**config.mk**
```make
export PLATFORM = sky130hd
export DESIGN_NAME = buffered_timer16
export DESIGN_NICKNAME = d
export VERILOG_FILES = /design/src/rtl/btmr_pkg.sv /design/src/rtl/btmr_tick_gen.sv /design/src/rtl/btmr_count_core.sv /design/src/rtl/buffered_timer16.sv
export SDC_FILE = /design/constraint.sdc
export NUM_CORES = 1
export LEC_CHECK = 0
export ABC_AREA = 1
export BUFFER_PORTS_ARGS = -buffer_cell sky130_fd_sc_hd__buf_2
export CORE_MARGIN = 2
export CORE_UTILIZATION = 50
export DETAILED_ROUTE_END_ITERATION = 10
export GPL_TIMING_DRIVEN = 0
export PLACE_DENSITY = 0.81
export SETUP_SLACK_MARGIN = 0.3
export SYNTH_ARGS = -nofsm -noshare
export SYNTH_HDL_FRONTEND = slang
export SYNTH_SLANG_ARGS = --single-unit
```
**constraint.sdc**
```tcl
create_clock -name clk -period 2.1 [get_ports clk]
set_clock_uncertainty 0.15 [all_clocks]
set_input_delay 0.315 -clock clk [delete_from_list [all_inputs] [get_ports clk]]
set_output_delay 0.315 -clock clk [all_outputs]
set_load 0.01 [all_outputs]
```
**src/rtl/btmr_pkg.sv**
```systemverilog
package btmr_pkg;
    localparam int BUS_W = 8;
    localparam int CNT_W = 2 * BUS_W;
    localparam int PS_W  = 2;
    localparam int PRE_W = (1 << PS_W) - 1;

    typedef enum logic [1:0] {
        SRC_INSTR = 2'b00,
        SRC_SYS   = 2'b01,
        SRC_EXT   = 2'b10,
        SRC_EXT_B = 2'b11
    } src_t;

    typedef enum logic [1:0] {
        A_CNT_LO = 2'd0,
        A_CNT_HI = 2'd1,
        A_CTRL   = 2'd2,
        A_STAT   = 2'd3
    } addr_t;

    typedef enum logic {
        EXT_LOW  = 1'b0,
        EXT_HIGH = 1'b1
    } edge_st_t;

    typedef struct packed {
        src_t            clksel;
        logic [PS_W-1:0] ps;
        logic            mode16;
        logic            bypass;
        logic            run;
    } ctrl_t;
endpackage

```
**src/rtl/btmr_tick_gen.sv**
```systemverilog
module btmr_tick_gen
    import btmr_pkg::*;
#(
    parameter int SYNC_STAGES = 2
) (
    input  logic            clk,
    input  logic            rst_n,
    input  logic            run,
    input  src_t            src,
    input  logic            sync_bypass,
    input  logic [PS_W-1:0] ps,
    input  logic            instr_tick,
    input  logic            ext_clk,
    input  logic            pre_clr,
    output logic            cnt_tick
);
    logic [SYNC_STAGES-1:0] sync_q;
    logic                   ext_lvl;
    edge_st_t               st_q, st_d;
    logic                   ext_rise;
    logic                   src_ev, ev;
    logic [PRE_W-1:0]       pre_q, mask;

    always_ff @(posedge clk or negedge rst_n) begin
        if (!rst_n) sync_q <= '0;
        else        sync_q <= {sync_q[SYNC_STAGES-2:0], ext_clk};
    end

    assign ext_lvl = sync_bypass ? ext_clk : sync_q[SYNC_STAGES-1];

    // edge-detect state register
    always_ff @(posedge clk or negedge rst_n) begin
        if (!rst_n) st_q <= EXT_LOW;
        else        st_q <= st_d;
    end

    // next state and output
    always_comb begin
        st_d     = st_q;
        ext_rise = 1'b0;
        unique case (st_q)
            EXT_LOW: begin
                if (ext_lvl) begin
                    st_d     = EXT_HIGH;
                    ext_rise = 1'b1;
                end
            end
            EXT_HIGH: begin
                if (!ext_lvl) st_d = EXT_LOW;
            end
        endcase
    end

    always_comb begin
        unique case (src)
            SRC_INSTR:         src_ev = instr_tick;
            SRC_SYS:           src_ev = 1'b1;
            SRC_EXT, SRC_EXT_B: src_ev = ext_rise;
        endcase
    end

    assign ev = run && src_ev;

    always_comb begin
        mask = '0;
        for (int i = 0; i < PRE_W; i++) mask[i] = (i < int'(ps));
    end

    assign cnt_tick = ev && ((pre_q & mask) == mask);

    always_ff @(posedge clk or negedge rst_n) begin
        if (!rst_n)        pre_q <= '0;
        else if (pre_clr)  pre_q <= '0;
        else if (cnt_tick) pre_q <= '0;
        else if (ev)       pre_q <= pre_q + PRE_W'(1);
    end

    // with a division above one, two count ticks never come back to back
    a_r3_no_back_to_back: assert property (@(posedge clk) disable iff (!rst_n)
        cnt_tick |=> (!cnt_tick || ps == '0 || $past(pre_clr)));
endmodule

```
**src/rtl/btmr_count_core.sv**
```systemverilog
module btmr_count_core
    import btmr_pkg::*;
(
    input  logic             clk,
    input  logic             rst_n,
    input  logic             inc,
    input  logic             clr,
    input  logic             mode16,
    input  logic             wr_lo,
    input  logic             wr_hi,
    input  logic             rd_lo,
    input  logic [BUS_W-1:0] wdata,
    input  logic             flag_wr,
    input  logic             flag_wbit,
    output logic [CNT_W-1:0] count,
    output logic [BUS_W-1:0] hbuf,
    output logic             ovf
);
    logic cnt_wr;
    logic wrap;

    assign cnt_wr = wr_lo || (wr_hi && !mode16);
    assign wrap   = inc && !cnt_wr && !clr && (count == '1);

    always_ff @(posedge clk or negedge rst_n) begin
        if (!rst_n) begin
            count <= '0;
        end else if (wr_lo) begin
            count <= mode16 ? {hbuf, wdata} : {count[CNT_W-1:BUS_W], wdata};
        end else if (wr_hi && !mode16) begin
            count <= {wdata, count[BUS_W-1:0]};
        end else if (clr) begin
            count <= '0;
        end else if (inc) begin
            count <= count + CNT_W'(1);
        end
    end

    always_ff @(posedge clk or negedge rst_n) begin
        if (!rst_n)                hbuf <= '0;
        else if (mode16 && wr_hi)  hbuf <= wdata;
        else if (mode16 && rd_lo)  hbuf <= count[CNT_W-1:BUS_W];
    end

    always_ff @(posedge clk or negedge rst_n) begin
        if (!rst_n)                       ovf <= 1'b0;
        else if (wrap)                    ovf <= 1'b1;
        else if (flag_wr && !flag_wbit)   ovf <= 1'b0;
    end

    // the wrap from all-ones sets the flag
    a_r6_flag_on_wrap: assert property (@(posedge clk) disable iff (!rst_n)
        (inc && !cnt_wr && !clr && count == '1) |=> (ovf && count == '0));
    // the flag holds unless software writes a zero to it
    a_r6_flag_sticky: assert property (@(posedge clk) disable iff (!rst_n)
        (ovf && !(flag_wr && !flag_wbit)) |=> ovf);
    // the special event empties the count
    a_r8_clear: assert property (@(posedge clk) disable iff (!rst_n)
        (clr && !cnt_wr) |=> (count == '0));
    // the buffered write applies both bytes at once
    a_r9_atomic_write: assert property (@(posedge clk) disable iff (!rst_n)
        (mode16 && wr_lo) |=> (count == {$past(hbuf), $past(wdata)}));
endmodule

```
**src/rtl/buffered_timer16.sv**
```systemverilog
module buffered_timer16
    import btmr_pkg::*;
#(
    parameter int SYNC_STAGES = 2
) (
    input  logic             clk,
    input  logic             rst_n,
    input  logic             bus_wr,
    input  logic             bus_rd,
    input  logic [1:0]       bus_addr,
    input  logic [BUS_W-1:0] bus_wdata,
    output logic [BUS_W-1:0] bus_rdata,
    input  logic             instr_tick,
    input  logic             ext_clk,
    input  logic             special_evt,
    input  logic             glb_ie,
    input  logic             periph_ie,
    output logic             irq
);
    ctrl_t            ctrl_q;
    logic             tie_q;
    addr_t            addr;
    logic             wr_lo, wr_hi, wr_ctrl, wr_stat, rd_lo;
    logic             cnt_tick;
    logic [CNT_W-1:0] count;
    logic [BUS_W-1:0] hbuf;
    logic             ovf;

    assign addr    = addr_t'(bus_addr);
    assign wr_lo   = bus_wr && addr == A_CNT_LO;
    assign wr_hi   = bus_wr && addr == A_CNT_HI;
    assign wr_ctrl = bus_wr && addr == A_CTRL;
    assign wr_stat = bus_wr && addr == A_STAT;
    assign rd_lo   = bus_rd && addr == A_CNT_LO;

    always_ff @(posedge clk or negedge rst_n) begin
        if (!rst_n) begin
            ctrl_q <= '0;
        end else if (wr_ctrl) begin
            ctrl_q.clksel <= src_t'(bus_wdata[7:6]);
            ctrl_q.ps     <= bus_wdata[5:4];
            ctrl_q.mode16 <= bus_wdata[2];
            ctrl_q.bypass <= bus_wdata[1];
            ctrl_q.run    <= bus_wdata[0];
        end
    end

    always_ff @(posedge clk or negedge rst_n) begin
        if (!rst_n)       tie_q <= 1'b0;
        else if (wr_stat) tie_q <= bus_wdata[1];
    end

    btmr_tick_gen #(.SYNC_STAGES(SYNC_STAGES)) u_tick (
        .clk         (clk),
        .rst_n       (rst_n),
        .run         (ctrl_q.run),
        .src         (ctrl_q.clksel),
        .sync_bypass (ctrl_q.bypass),
        .ps          (ctrl_q.ps),
        .instr_tick  (instr_tick),
        .ext_clk     (ext_clk),
        .pre_clr     (wr_lo || wr_hi),
        .cnt_tick    (cnt_tick)
    );

    btmr_count_core u_core (
        .clk       (clk),
        .rst_n     (rst_n),
        .inc       (cnt_tick),
        .clr       (special_evt),
        .mode16    (ctrl_q.mode16),
        .wr_lo     (wr_lo),
        .wr_hi     (wr_hi),
        .rd_lo     (rd_lo),
        .wdata     (bus_wdata),
        .flag_wr   (wr_stat),
        .flag_wbit (bus_wdata[0]),
        .count     (count),
        .hbuf      (hbuf),
        .ovf       (ovf)
    );

    always_comb begin
        unique case (addr)
            A_CNT_LO: bus_rdata = count[BUS_W-1:0];
            A_CNT_HI: bus_rdata = ctrl_q.mode16 ? hbuf : count[CNT_W-1:BUS_W];
            A_CTRL:   bus_rdata = {ctrl_q.clksel, ctrl_q.ps, 1'b0,
                                   ctrl_q.mode16, ctrl_q.bypass, ctrl_q.run};
            A_STAT:   bus_rdata = {{(BUS_W-2){1'b0}}, tie_q, ovf};
        endcase
    end

    assign irq = ovf && tie_q && glb_ie && periph_ie;

    // a stopped timer keeps its count
    a_r5_hold_when_stopped: assert property (@(posedge clk) disable iff (!rst_n)
        (!ctrl_q.run && !wr_lo && !(wr_hi && !ctrl_q.mode16) && !special_evt)
        |=> $stable(count));
    // a request needs a pending overflow and the outside enables
    a_r7_irq_needs_flag: assert property (@(posedge clk) disable iff (!rst_n)
        irq |-> (ovf && glb_ie && periph_ie));
endmodule

```
==> results.cfg <==
[critical_path]
timing.rr.start = ctrl_q[2]
crit_path_end_kind = output pin
path_cells = buf_6 -> clkbuf_16 -> o21ai_1 -> o22ai_2 -> buf_2
cp.arrival_ns = 1.43
critPathCapture = bus_rdata[3]
worst-path-buf-inv = 3
regToRegEndpoint = u_core.hbuf[7]
worstSetupStartpoint = ctrl_q[2]
crit_path_start_kind = flip-flop
path_delay_family = buffers and inverters
crit_fanout = 10
reg2regPathDepth = 7
cpMaxStageDelayCell = dfrtp_1
critPathMaxStageDelay_ns = 0.38
path_class = flip-flop to output pin
required_ns = 1.63
path_depth = 5
regToRegSetupSlack_ns = 0.24

[synth]
synth.most_common_cell = nand2_1
synthTopCellsByArea = dfrtp_1, nand2_1, inv_1, o21ai_0, nand3_1
yosys_most_used_dff = dfrtp_1
synth_area_leader_cell = dfrtp_1
async_flop_share_pct = 100.0
ys_seq_area_share_pct = 36.81
synth_nets = 398
synth_area_per_cell_um2 = 7.033
synth_top_area_share_pct = 36.81
synth_cell_types = 35
yosys_warnings = 0
synth_cells = 377
synth_seq_cells = 39
netlist_area_mm2 = 0.002651
synth_edf_count = 0
synthTopCellsByCount = nand2_1, inv_1, dfrtp_1, o21ai_0, nor2_1

[clock_tree]
htreeDepth = 2
clk_path_buf_depth = 2
cts-root-buf = clkbuf_8
cts_made_buffers = 5
tritoncts = done
clk_latency_ns = 0.30
clk_pin_slew_ns = 0.08
cts_num_sinks = 39

[floorplan]
core_mm2 = 0.005107
boundaryPins = 28
initial_core_util_pct = 51.91
die-height_um = 76.82
die_width_um = 76.82
core.rowCount = 26
die_area_mm2 = 0.005901

[place]
dpl.hpwl_mm = 5.676
dp.cells = 474
port_buffers = 27
gp_congestion = 0.9340

[global_route]
grt_pass1_wl_mm = 12.44
antenna_found_initial = 0
overflow = 0
first_global_vias = 2529
grt_max_degree = 40
groute.usage.overall_pct = 27.08

[pwr]
p_per_area_mw_per_mm2 = 806.9
ir_drop_mv = 0.3705
power_leakage_nw = 1.591

[final_layout]
drive_gt1_share_pct = 25.30
fin_nets = 443
fin_util_pct = 64.11
layout.cells.non_filler = 493
areaGrowthSynthToFinish_pct = 23.50
num_antenna_cells = 0

[worst_hold_path]
hold_path.class = input pin to async pin

[route]
drt_iter0_drc = 360
routed_wl_mm = 8.254
drc = 0
ant_nets = 0
first_pass_iters = 5
drt-wirelength-per-cell_um = 16.74
dr_total_vias = 2823
viasPerCell = 5.726

[timing]
timing.hold.ws_ns = -0.02143
maxSlewViolCount = 0
fmax_mhz = 526.8
post-route-period-util_pct = 90.39
setup_violations = 0
final_hold_viol_count = 32
tightestPinTransition_ns = 0.8827
max_slew_margin_pct = 41.16
rsz0062_at_grt = yes
tns_ns = 0
finalCriticalPeriod_ns = 1.898

[status]
run_status = finished, violations left
failed_checks = hold timing

[job]
max_cap_viol_count = 0
## cell usage in the layout, fill, tap and decap left out, types with 2 or more instances in the layout
cell type / Yosys / layout
clkbuf_16: 0 / 2
nand3_4: 1 / 3
nand2_1: 103 / 102
a31oi_2: 0 / 3
inv_4: 1 / 2
inv_1: 62 / 59
dfrtp_2: 0 / 3
nor2_2: 3 / 7
ha_1: 2 / 2
nor2_1: 25 / 19
buf_2: 2 / 29
clkbuf_8: 0 / 6
o21ai_2: 8 / 11
dfrtp_1: 39 / 36
a21oi_1: 9 / 7
buf_6: 4 / 6
inv_2: 2 / 3
o221ai_1: 7 / 3
o21ai_0: 39 / 31
o211ai_1: 5 / 5
nand2_4: 2 / 4
nor2_4: 2 / 4
o21ai_1: 2 / 7
o22ai_1: 6 / 5
nand4_1: 6 / 6
nor3_1: 4 / 4
o221ai_2: 0 / 4
buf_4: 1 / 7
nand3_1: 22 / 21
xor2_1: 4 / 4
## power by group
group	internal (mW)	total, mW	switching (mW)
Sequential	0.922	1.11	0.186
Clock	0.385	0.672	0.287
Combinational	0.338	0.863	0.524
Total	1.64	2.64	0.997
## through the flow
stage	cell area [um^2]	worst slack, ns	power [mW]
CTS	3059	0.2146	2.492
detailed placement	2874	0.1575	1.794
finish	3274	0.2019	2.642
global route	3274	0.1439	2.786
floorplan	2651	0.5340	1.550
global placement	2874	0.1680	1.772
## worst reg2reg max path, stage by stage (launching register included)
cell	delay (ns)
dfrtp_1	0.35
buf_6	0.15
buf_4	0.12
nand3_1	0.28
nand2_1	0.33
inv_1	0.13
nand2_1	0.09
o221ai_1	0.12
## cells by family after synthesis
family,Yosys count,share of synthesized area [%]
AOI/OAI and AO/OA,84,19.73
xor gates and xnor gates,4,1.321
adders and majority gates,2,0.9437
buffers and inverters,74,11.94
DFF,39,36.81
and+or+nand+nor,174,29.26
## how the worst min path moves through the flow
stage                           from          endpoint  cells past startpoint
global placement    u_tick.sync_q[0]  u_tick.sync_q[1]                      0
CTS                            rst_n  u_core.count[11]                      1
finish                         rst_n         ctrl_q[1]                      1
global route                   rst_n    u_core.hbuf[4]                      1
floorplan                      rst_n         ctrl_q[0]                      0
detailed placement  u_tick.sync_q[0]  u_tick.sync_q[1]                      0
## area by class of cell
class                   instances  area (um^2)
fillers                       436         1833
clock inverters                 2        35.03
repair buffers                 38        245.2
clock buffers                   6        82.58
flip-flops and latches         39        979.7
multi-input cells             264         1493
inverters                      65        252.7
plain buffers                   9        98.84
well taps                      70        87.58
## what timing repair did
| item | in CTS | in global routing |
|---|---|---|
| gates cloned | 0 | 2 |
| hold buffers | 1 | 0 |
| gates resized for setup | 13 | 39 |
| hold endpoints to repair | 1 | 0 |
| endpoints found under the setup margin | 14 | 25 |
| setup buffers | 2 | 6 |
| pin swaps | 1 | 7 |
## state kept, by name, indices dropped and copies added (netlist names)
| signal | count |
|---|---|
| ctrl_q | 7 |
| tie_q | 1 |
| u_core.count | 16 |
| u_core.hbuf | 8 |
| u_core.ovf | 1 |
| u_tick.pre_q | 3 |
| u_tick.st_q | 1 |
| u_tick.sync_q | 2 |
## layer usage
metal | GRT usage [%] | part of all wire, % | vias up
met5 | 0 | 0 | -
met1 | 36.10 | 41 | 1313
met3 | 5.529 | 9.7 | 25
met2 | 43.86 | 47 | 158
met4 | 9.273 | 2.4 | 0
li1 | - | - | 1327
Power figures use the tool's default switching activity.
